<file path="config.mk">
export PLATFORM = sky130hd
export DESIGN_NAME = periph_idle_trap
export DESIGN_NICKNAME = d
export VERILOG_FILES = /design/src/rtl/pit_pkg.sv /design/src/rtl/pit_rst_sync.sv /design/src/rtl/pit_cfg_regs.sv /design/src/rtl/pit_range_match.sv /design/src/rtl/pit_idle_counter.sv /design/src/rtl/pit_sticky_flags.sv /design/src/rtl/periph_idle_trap.sv
export SDC_FILE = /design/constraint.sdc
export NUM_CORES = 1
export LEC_CHECK = 0
export BUFFER_PORTS_ARGS = -buffer_cell sky130_fd_sc_hd__buf_4
export CAP_MARGIN = 5
export CORE_MARGIN = 2
export CORE_UTILIZATION = 63
export DETAILED_ROUTE_END_ITERATION = 8
export HOLD_SLACK_MARGIN = 0.12
export PLACE_DENSITY = 0.85
export SYNTH_ARGS = -nofsm -noshare
export SYNTH_HDL_FRONTEND = slang
export SYNTH_SLANG_ARGS = --single-unit
</file>
<file path="constraint.sdc">
create_clock -name clk -period 5.41 [get_ports clk]
set_input_delay 0.2705 -clock clk [delete_from_list [all_inputs] [get_ports clk]]
set_output_delay 0.2705 -clock clk [all_outputs]
set_load 0.005 [all_outputs]
</file>
<file path="src/rtl/pit_pkg.sv">
`timescale 1ns/1ps
package pit_pkg;

  typedef enum logic [2:0] {
    SEL_LOW    = 3'd0,
    SEL_HIGH   = 3'd1,
    SEL_RELOAD = 3'd2,
    SEL_CTRL   = 3'd3,
    SEL_STATUS = 3'd4
  } reg_sel_e;

  typedef struct packed {
    logic gpi_rl_en;
    logic dack_rl_en;
    logic trap_smi_en;
    logic trap_en;
    logic idle_smi_en;
    logic idle_en;
    logic fwd_en;
    logic win_en;
  } ctrl_t;

  localparam int CTRL_W       = 8;
  localparam int IDLE_EN_BIT  = 2;
  localparam int NUM_FLAGS    = 2;
  localparam int FLAG_IDLE    = 0;
  localparam int FLAG_TRAP    = 1;

endpackage

</file>
<file path="src/rtl/pit_rst_sync.sv">
`timescale 1ns/1ps
module pit_rst_sync (
  input  logic clk,
  input  logic rst_n,
  output logic rst_sync_n
);
  logic meta_q;
  logic out_q;

  always_ff @(posedge clk or negedge rst_n) begin
    if (!rst_n) begin
      meta_q <= 1'b0;
      out_q  <= 1'b0;
    end else begin
      meta_q <= 1'b1;
      out_q  <= meta_q;
    end
  end

  assign rst_sync_n = out_q;
endmodule

</file>
<file path="src/rtl/pit_cfg_regs.sv">
`timescale 1ns/1ps
module pit_cfg_regs
  import pit_pkg::*;
#(
  parameter int ADDR_W = 16,
  parameter int CNT_W  = 16,
  parameter int DATA_W = 16
) (
  input  logic                 clk,
  input  logic                 rst_n,
  input  logic                 reg_wr,
  input  logic [2:0]           reg_sel,
  input  logic [DATA_W-1:0]    reg_wdata,
  output logic [ADDR_W-1:0]    low_q,
  output logic [ADDR_W-1:0]    high_q,
  output logic [CNT_W-1:0]     reload_q,
  output ctrl_t                ctrl_q,
  output logic                 restart,
  output logic [NUM_FLAGS-1:0] clr_mask
);
  logic [ADDR_W-1:0] low_d;
  logic [ADDR_W-1:0] high_d;
  logic [CNT_W-1:0]  reload_d;
  ctrl_t             ctrl_d;
  logic              low_we;
  logic              high_we;
  logic              reload_we;
  logic              ctrl_we;
  logic              sts_we;

  always_comb begin
    low_we    = 1'b0;
    high_we   = 1'b0;
    reload_we = 1'b0;
    ctrl_we   = 1'b0;
    sts_we    = 1'b0;
    if (reg_wr) begin
      case (reg_sel)
        SEL_LOW:    low_we    = 1'b1;
        SEL_HIGH:   high_we   = 1'b1;
        SEL_RELOAD: reload_we = 1'b1;
        SEL_CTRL:   ctrl_we   = 1'b1;
        SEL_STATUS: sts_we    = 1'b1;
        default:    ;
      endcase
    end
  end

  always_comb begin
    low_d    = low_we    ? reg_wdata[ADDR_W-1:0] : low_q;
    high_d   = high_we   ? reg_wdata[ADDR_W-1:0] : high_q;
    reload_d = reload_we ? reg_wdata[CNT_W-1:0]  : reload_q;
    ctrl_d   = ctrl_we   ? ctrl_t'(reg_wdata[CTRL_W-1:0]) : ctrl_q;
  end

  assign restart  = ctrl_we && reg_wdata[IDLE_EN_BIT];
  assign clr_mask = sts_we ? reg_wdata[NUM_FLAGS-1:0] : '0;

  always_ff @(posedge clk or negedge rst_n) begin
    if (!rst_n) begin
      low_q    <= '0;
      high_q   <= '0;
      reload_q <= '0;
      ctrl_q   <= '0;
    end else begin
      low_q    <= low_d;
      high_q   <= high_d;
      reload_q <= reload_d;
      ctrl_q   <= ctrl_d;
    end
  end
endmodule

</file>
<file path="src/rtl/pit_range_match.sv">
`timescale 1ns/1ps
module pit_range_match #(
  parameter int ADDR_W = 16
) (
  input  logic              cyc_valid,
  input  logic [ADDR_W-1:0] cyc_addr,
  input  logic              cyc_ext_ide,
  input  logic [ADDR_W-1:0] low,
  input  logic [ADDR_W-1:0] high,
  input  logic              win_en,
  input  logic              fwd_en,
  output logic              pm_hit,
  output logic              fwd
);
  logic above_low;
  logic below_high;
  logic win_hit;

  assign above_low  = (cyc_addr >= low);
  assign below_high = (cyc_addr <= high);
  assign win_hit    = cyc_valid && win_en && above_low && below_high;
  assign pm_hit     = win_hit && !cyc_ext_ide;
  assign fwd        = win_hit && fwd_en;
endmodule

</file>
<file path="src/rtl/pit_idle_counter.sv">
`timescale 1ns/1ps
module pit_idle_counter #(
  parameter int CNT_W = 16
) (
  input  logic             clk,
  input  logic             rst_n,
  input  logic             enable,
  input  logic             restart,
  input  logic             reload_evt,
  input  logic             tick,
  input  logic [CNT_W-1:0] reload,
  output logic [CNT_W-1:0] cnt_q,
  output logic             expire
);
  logic [CNT_W-1:0] cnt_d;
  logic             cnt_en;
  logic             may_dec;

  assign may_dec = tick && (reload != '0) && (cnt_q != '0);

  always_comb begin
    cnt_d  = cnt_q;
    cnt_en = 1'b0;
    expire = 1'b0;
    if (restart) begin
      cnt_d  = reload;
      cnt_en = 1'b1;
    end else if (enable) begin
      if (reload_evt) begin
        cnt_d  = reload;
        cnt_en = 1'b1;
      end else if (may_dec) begin
        cnt_d  = cnt_q - 1'b1;
        cnt_en = 1'b1;
        expire = (cnt_q == CNT_W'(1));
      end
    end
  end

  always_ff @(posedge clk or negedge rst_n) begin
    if (!rst_n) begin
      cnt_q <= '0;
    end else if (cnt_en) begin
      cnt_q <= cnt_d;
    end
  end
endmodule

</file>
<file path="src/rtl/pit_sticky_flags.sv">
`timescale 1ns/1ps
module pit_sticky_flags #(
  parameter int N = 2
) (
  input  logic         clk,
  input  logic         rst_n,
  input  logic [N-1:0] set,
  input  logic [N-1:0] clr,
  output logic [N-1:0] q
);
  for (genvar i = 0; i < N; i++) begin : g_flag
    logic d;
    logic en;
    logic r;

    always_comb begin
      en = set[i] || clr[i];
      d  = set[i];
    end

    always_ff @(posedge clk or negedge rst_n) begin
      if (!rst_n) begin
        r <= 1'b0;
      end else if (en) begin
        r <= d;
      end
    end

    assign q[i] = r;
  end
endmodule

</file>
<file path="src/rtl/periph_idle_trap.sv">
`timescale 1ns/1ps
module periph_idle_trap
  import pit_pkg::*;
#(
  parameter int ADDR_W = 16,
  parameter int CNT_W  = 16,
  localparam int DATA_W = (ADDR_W > CNT_W) ?
                          ((ADDR_W > CTRL_W) ? ADDR_W : CTRL_W) :
                          ((CNT_W > CTRL_W) ? CNT_W : CTRL_W)
) (
  input  logic              clk,
  input  logic              rst_n,
  input  logic              cyc_valid,
  input  logic [ADDR_W-1:0] cyc_addr,
  input  logic              cyc_ext_ide,
  input  logic              dack_act,
  input  logic              gpi_act,
  input  logic              tick,
  input  logic              reg_wr,
  input  logic [2:0]        reg_sel,
  input  logic [DATA_W-1:0] reg_wdata,
  output logic              fwd_isa,
  output logic              sts_idle,
  output logic              sts_trap,
  output logic              smi_req
);
  logic                 rst_sync_n;
  logic [ADDR_W-1:0]    low_q;
  logic [ADDR_W-1:0]    high_q;
  logic [CNT_W-1:0]     reload_q;
  ctrl_t                ctrl_q;
  logic                 restart;
  logic [NUM_FLAGS-1:0] clr_mask;
  logic                 pm_hit;
  logic                 reload_evt;
  logic [CNT_W-1:0]     cnt_q;
  logic                 expire;
  logic [NUM_FLAGS-1:0] flag_set;
  logic [NUM_FLAGS-1:0] flag_q;
  logic [NUM_FLAGS-1:0] flag_smi_en;

  pit_rst_sync u_rst_sync (
    .clk        (clk),
    .rst_n      (rst_n),
    .rst_sync_n (rst_sync_n)
  );

  pit_cfg_regs #(
    .ADDR_W (ADDR_W),
    .CNT_W  (CNT_W),
    .DATA_W (DATA_W)
  ) u_cfg (
    .clk       (clk),
    .rst_n     (rst_sync_n),
    .reg_wr    (reg_wr),
    .reg_sel   (reg_sel),
    .reg_wdata (reg_wdata),
    .low_q     (low_q),
    .high_q    (high_q),
    .reload_q  (reload_q),
    .ctrl_q    (ctrl_q),
    .restart   (restart),
    .clr_mask  (clr_mask)
  );

  pit_range_match #(
    .ADDR_W (ADDR_W)
  ) u_match (
    .cyc_valid   (cyc_valid),
    .cyc_addr    (cyc_addr),
    .cyc_ext_ide (cyc_ext_ide),
    .low         (low_q),
    .high        (high_q),
    .win_en      (ctrl_q.win_en),
    .fwd_en      (ctrl_q.fwd_en),
    .pm_hit      (pm_hit),
    .fwd         (fwd_isa)
  );

  assign reload_evt = pm_hit
                   || (dack_act && ctrl_q.dack_rl_en)
                   || (gpi_act  && ctrl_q.gpi_rl_en);

  pit_idle_counter #(
    .CNT_W (CNT_W)
  ) u_idle (
    .clk        (clk),
    .rst_n      (rst_sync_n),
    .enable     (ctrl_q.idle_en),
    .restart    (restart),
    .reload_evt (reload_evt),
    .tick       (tick),
    .reload     (reload_q),
    .cnt_q      (cnt_q),
    .expire     (expire)
  );

  always_comb begin
    flag_set              = '0;
    flag_set[FLAG_IDLE]   = expire;
    flag_set[FLAG_TRAP]   = pm_hit && ctrl_q.trap_en;
    flag_smi_en            = '0;
    flag_smi_en[FLAG_IDLE] = ctrl_q.idle_smi_en;
    flag_smi_en[FLAG_TRAP] = ctrl_q.trap_smi_en;
  end

  pit_sticky_flags #(
    .N (NUM_FLAGS)
  ) u_flags (
    .clk   (clk),
    .rst_n (rst_sync_n),
    .set   (flag_set),
    .clr   (clr_mask),
    .q     (flag_q)
  );

  assign sts_idle = flag_q[FLAG_IDLE];
  assign sts_trap = flag_q[FLAG_TRAP];
  assign smi_req  = |(flag_q & flag_smi_en);
endmodule

</file>
# == Word-level counts from Yosys, hierarchy flattened ==
# Index checks and enable logic that the tools add are counted.
# classes
addsub,1
order_cmp,2
eq_ne,5
muxes,23
bitwise_logic,1
reduce_logical,23
# ops
operator,count
$mux 16,4
$reduce_bool 16->1,2
$mux 1,18
$eq 16x1->1 const B,1
$ge 16x16->1,1
$le 16x16->1,1
$sub 16x1->16 const B,1
$logic_and 1x1->1,11
$eq 3x2->1 const B,2
$logic_or 1x1->1,4
$eq 3x1->1 const B,1
$eq 3x3->1 const B,1
$logic_not 3->1,1
$reduce_and 3->1,1
$reduce_bool 3->1,1
$and 2x2->2,1
$mux 2,1
$reduce_bool 2->1,1
$reduce_or 2->1,1
$logic_not 1->1,1
# word_totals
regBits,76
out_inout_bits,4
wordCells,71

# == Logic depth before layout (Yosys ltp) ==
# logic_depth
depth_word,10
depth_mapped,11
depth_no_buf,9

# == Hierarchy ==
# A second synthesis with hierarchy kept.
# hier_totals
cells_unflattened,387
hier_area_um2,4319.1
# by_module_without_submodules
mod,instances,cells_each,area_each_um2,seq_area_each_um2
pit_cfg_regs,1,126,2174.6,1401.3
pit_idle_counter,1,132,1163.6,400.4
pit_range_match,1,115,814.5,0.0
pit_sticky_flags,1,8,87.6,50.0
pit_rst_sync,1,3,53.8,50.0
periph_idle_trap,1,3,25.0,0.0

# == Worst setup path after synthesis ==
# Ideal clock, no wire load.
# synth_timing
path_type,reg2reg
from,register u_cfg.high_q[14]
to,register u_idle.cnt_q[8]
arrival_time_ns,2.512
required_time_ns,5.285
path_slack_ns,2.773
path_stages_with_launch,11
path_buffers,1
cell_sequence,dfrtp_1 inv_1 ha_1 a21oi_2 nand2_1 a221o_1 o31a_1 o41a_1 buf_6 nor2_4 mux2_2
# synth_between
elab_chain_cells,9
elab_cells_between_ends,13
cone_classes,1 x order compare; 6 x mux; 6 x reduce/logical
# synth_rtl
item,line,source
from (decl),pit_cfg_regs.sv:15,"output logic [ADDR_W-1:0] high_q,"
from (signal assigned),pit_cfg_regs.sv:67,high_q <= high_d;
$le 16x16->1 (*),pit_range_match.sv:20,assign below_high = (cyc_addr <= high);
$logic_and 1x1->1 (*),pit_range_match.sv:21,assign win_hit = cyc_valid && win_en && above_low && below_high;
$logic_and 1x1->1 (*),pit_range_match.sv:22,assign pm_hit = win_hit && !cyc_ext_ide;
$logic_or 1x1->1 (*),periph_idle_trap.sv:81,|| (dack_act && ctrl_q.dack_rl_en)
$logic_or 1x1->1 (*),periph_idle_trap.sv:82,|| (gpi_act && ctrl_q.gpi_rl_en);
$mux 1,pit_idle_counter.sv:29,if (reload_evt) begin
$mux 1,pit_idle_counter.sv:28,end else if (enable) begin
$mux 1,pit_idle_counter.sv:25,if (restart) begin
$reduce_and 3->1 (no source line),-,
to (signal assigned),pit_idle_counter.sv:44,cnt_q <= cnt_d;
to (decl),pit_idle_counter.sv:12,"output logic [CNT_W-1:0] cnt_q,"
# Mark *: on every way between the ends. The rest lies on a longest branch, timed or not. The select of a mux whose other input is x is not followed.
# A chain may end at the register's enable or synchronous reset.

# == Worst setup path in the final report ==
# layout_timing
from,register u_cfg.high_q[14]
to,register u_idle.cnt_q[14]
# The elaborated chain is that of the path after synthesis.

==> run summary <==
Setup crit start: u_cfg.high_q[14]
Hold Crit Class: flip-flop to asynchronous set/reset pin
Router iterations before antenna repair: 4
Worst slew pin tran: 1220 ps
Total grt overflow: 0
Initial antenna violation count: 0
Dpl cell area: 4590 um2
Synth Flop Type: dfrtp_1
1st-iter DRT viols: 274
Critical path endpoint category: flip-flop
Largest net degree at the start of global routing: 64
Fmax: 0.299 GHz
First-pass GRT wire length: 16,600 um
Setup TNS: 0 ps
Yosys cell types: 61
Fin crit period: 3340 ps
Total wire length: 9670 um
Synthesized cell area: 4200 um2
Diodes inserted: 0
Synth top area cells: dfrtp_1, ha_1, nand2_1
Fin area: 4820 um2
Total Die Area: 7330 um2
Syn_area_per_cell: 9.63 um2
Setup crit end: u_idle.cnt_q[14]
Clock Tree Buf Depth: 2
Crit-path max FO: 19
Drt wl/cell: 17.1 um
Status: completed
Clock sink total: 76
Final core utilization: 75.5%
CTS buffer count: 9
Total GRT Usage: 29.0%
Reg2reg setup slack: 2070 ps
Slowest cell on the critical path: o41a_1
Max cap viols: 0
VDD IR max: 0.260 mV
Cells after Synth: 436
Layout cells sized above 1: 19.9%
Core outline area: 6390 um2
Fin crit share: 61.8%
Rel. slew slack: 17.8%
Pwr Total: 1.81 mW
Async set-reset flop share out of synthesis: 100%
Final hold violations: 0
Area growth syn-to-layout: 14.8%
EDFF count, synth: 0
Reg-to-Reg End: u_idle.cnt_q[14]
Number of nets in the layout: 559
Worst path cell trace: inv_1 > ha_1 > nand4_1 > nor4_1 > a21boi_0 > o31a_1 > o41a_1 > mux2_4 > o32a_1
DRC Markers: 0
Most frequent cells after synthesis: nand2_1, dfrtp_1, o21ai_0
Count leader, synth: nand2_1
Post-CTS setup buffers: 0
Setup violators final: 0
Final GP Congestion: 0.874
Reg-to-reg startpoint: u_cfg.high_q[14]
Vias in the first global route: 3,575
Post-DR vias/cell: 6.05
WP data arrival: 3570 ps
Register-to-Register Path Depth: 9
Syn nets: 513
Crit path kind: flip-flop to flip-flop
H-tree levels: 3
Max Slew Vio Count: 0
DRT antenna net count: 0
Post-CTS Resized: 0
Yosys Warn Count: 0
IO Count: 47
Port Buffers: 46
Num rows: 29
Area leader, netlist: dfrtp_1
Starting Density: 65.7%
Root buffer cell: clkbuf_8
HPWL Detailed: 6940 um
Leakage power: 2.23 nW
Worst-path clk slew: 90 ps
FF+latch count, synth: 76
Post-synthesis sequential area ratio: 45.3%
Die width: 85.6 um
Clk Latency, worst-skew pair: 350 ps
Unrepaired setup endpoints after global routing: no
Vias: 3,411
Die extent in y: 85.6 um
Pwr/cell area: 375 nW/um2
Yosys top cell area share: 45.3%
Setup Skew: 14.9 ps
Startpoint types: flip-flop
Worst path max stage delay: 800 ps
CTS tree: done
Critical Path RT: 5640 ps
==> cell families (layout without fill, tap and decap cells) <==
group	count (synthesis)	count (layout)	share of synthesized area [%]
muxes	25	25	6.92
AOI/OAI and AO/OA	93	93	14.0
adders and majority gates	34	34	10.1
buffers and inverters	50	101	4.86
DFF	76	76	45.3
and+or+nand+nor	156	156	18.5
other	1	1	0.0893
xor gates and xnor gates	1	1	0.209
==> sequential cells by signal (all words and copies together) (netlist names) <==
name	count
u_cfg.high_q	16
u_cfg.low_q	16
u_cfg.reload_q	16
u_idle.cnt_q	16
u_cfg.ctrl_q	8
u_flags.g_flag.r	2
u_rst_sync.meta_q	1
u_rst_sync.rst_sync_n	1
==> how the worst min path moves through the flow <==
stage | slack [ps] | end | startpoint | cells after the start
4_1_cts | 140 | u_cfg.high_q[14] | reg_wdata[14] | 3
3_5_place_dp | 60 | u_rst_sync.meta_q | rst_n | 1
5_1_grt | 150 | u_cfg.high_q[6] | reg_wdata[6] | 3
3_3_place_gp | 50 | u_rst_sync.meta_q | rst_n | 1
6_report | 140 | u_idle.cnt_q[3] | u_rst_sync.rst_sync_n | 0
2_1_floorplan | -30 | u_rst_sync.meta_q | rst_n | 0
==> timing repair <==
| action | CTS | global route |
|---|---|---|
| endpoints found under the setup margin | 0 | 0 |
| endpoints found under the hold margin | 2 | 0 |
| hold buffers | 1 | 0 |
==> critical path: cells and delay by family (launching register included) <==
family | cells | cell delay (ps)
compound gates | 4 | 1540
fa+ha+maj | 1 | 320
buf+inv | 1 | 60
flops | 1 | 330
mux | 1 | 360
simple gates | 2 | 590
==> where the power goes <==
| group | internal, mW | switching, mW |
|---|---|---|
| Combinational | 0.232 | 0.262 |
| Sequential | 0.714 | 0.123 |
| Clock | 0.260 | 0.216 |
==> per-stage QoR <==
stage                     instances  hold WS, ps  setup slack, ps
final                           564          142             2070
after global routing            564          147             1890
after CTS                       564          138             2150
after detailed placement        547         55.0             2130
after global placement          547         53.0             2160
after floorplan                 436        -25.1             2770
==> final cells by class <==
cell class | count | area [um2]
multi-input combinational | 310 | 2090
sequential | 76 | 1900
fill | 458 | 1570
timing repair buffer | 51 | 385
clock buffer | 10 | 128
inverter | 34 | 128
tap | 77 | 96.3
clock inverter | 6 | 88.8
==> layout by cell type, fill, tap and decap left out, drive strengths merged, types with 2 or more instances in the layout <==
cell type / count
buf: 50
a22oi: 2
nand3: 8
dfrtp: 76
nor2b: 3
clkinv: 2
clkbuf: 10
inv: 34
nor2: 11
nor4: 6
mux2: 23
nand4b: 2
o41ai: 4
clkinvlp: 2
nand2b: 2
o22a: 2
ha: 34
o21ai: 43
or4: 6
mux2i: 2
o211ai: 2
a311o: 2
and4b: 2
bufinv: 2
a21oi: 21
or3: 2
a211o: 3
o221a: 2
nand4: 10
and3: 2
nor3: 8
nand2: 86
and2: 4
==> layer usage <==
metal  share of wire [%]  GRT usage (%)  vias to the layer above
met4                 1.8           9.52                        0
met3                 3.9           6.16                       23
met1                  46           37.2                     1661
li1                    -              -                     1629
met2                  49           49.1                       98
met5                   0              0                        -
(Power assumes the default switching activity.)
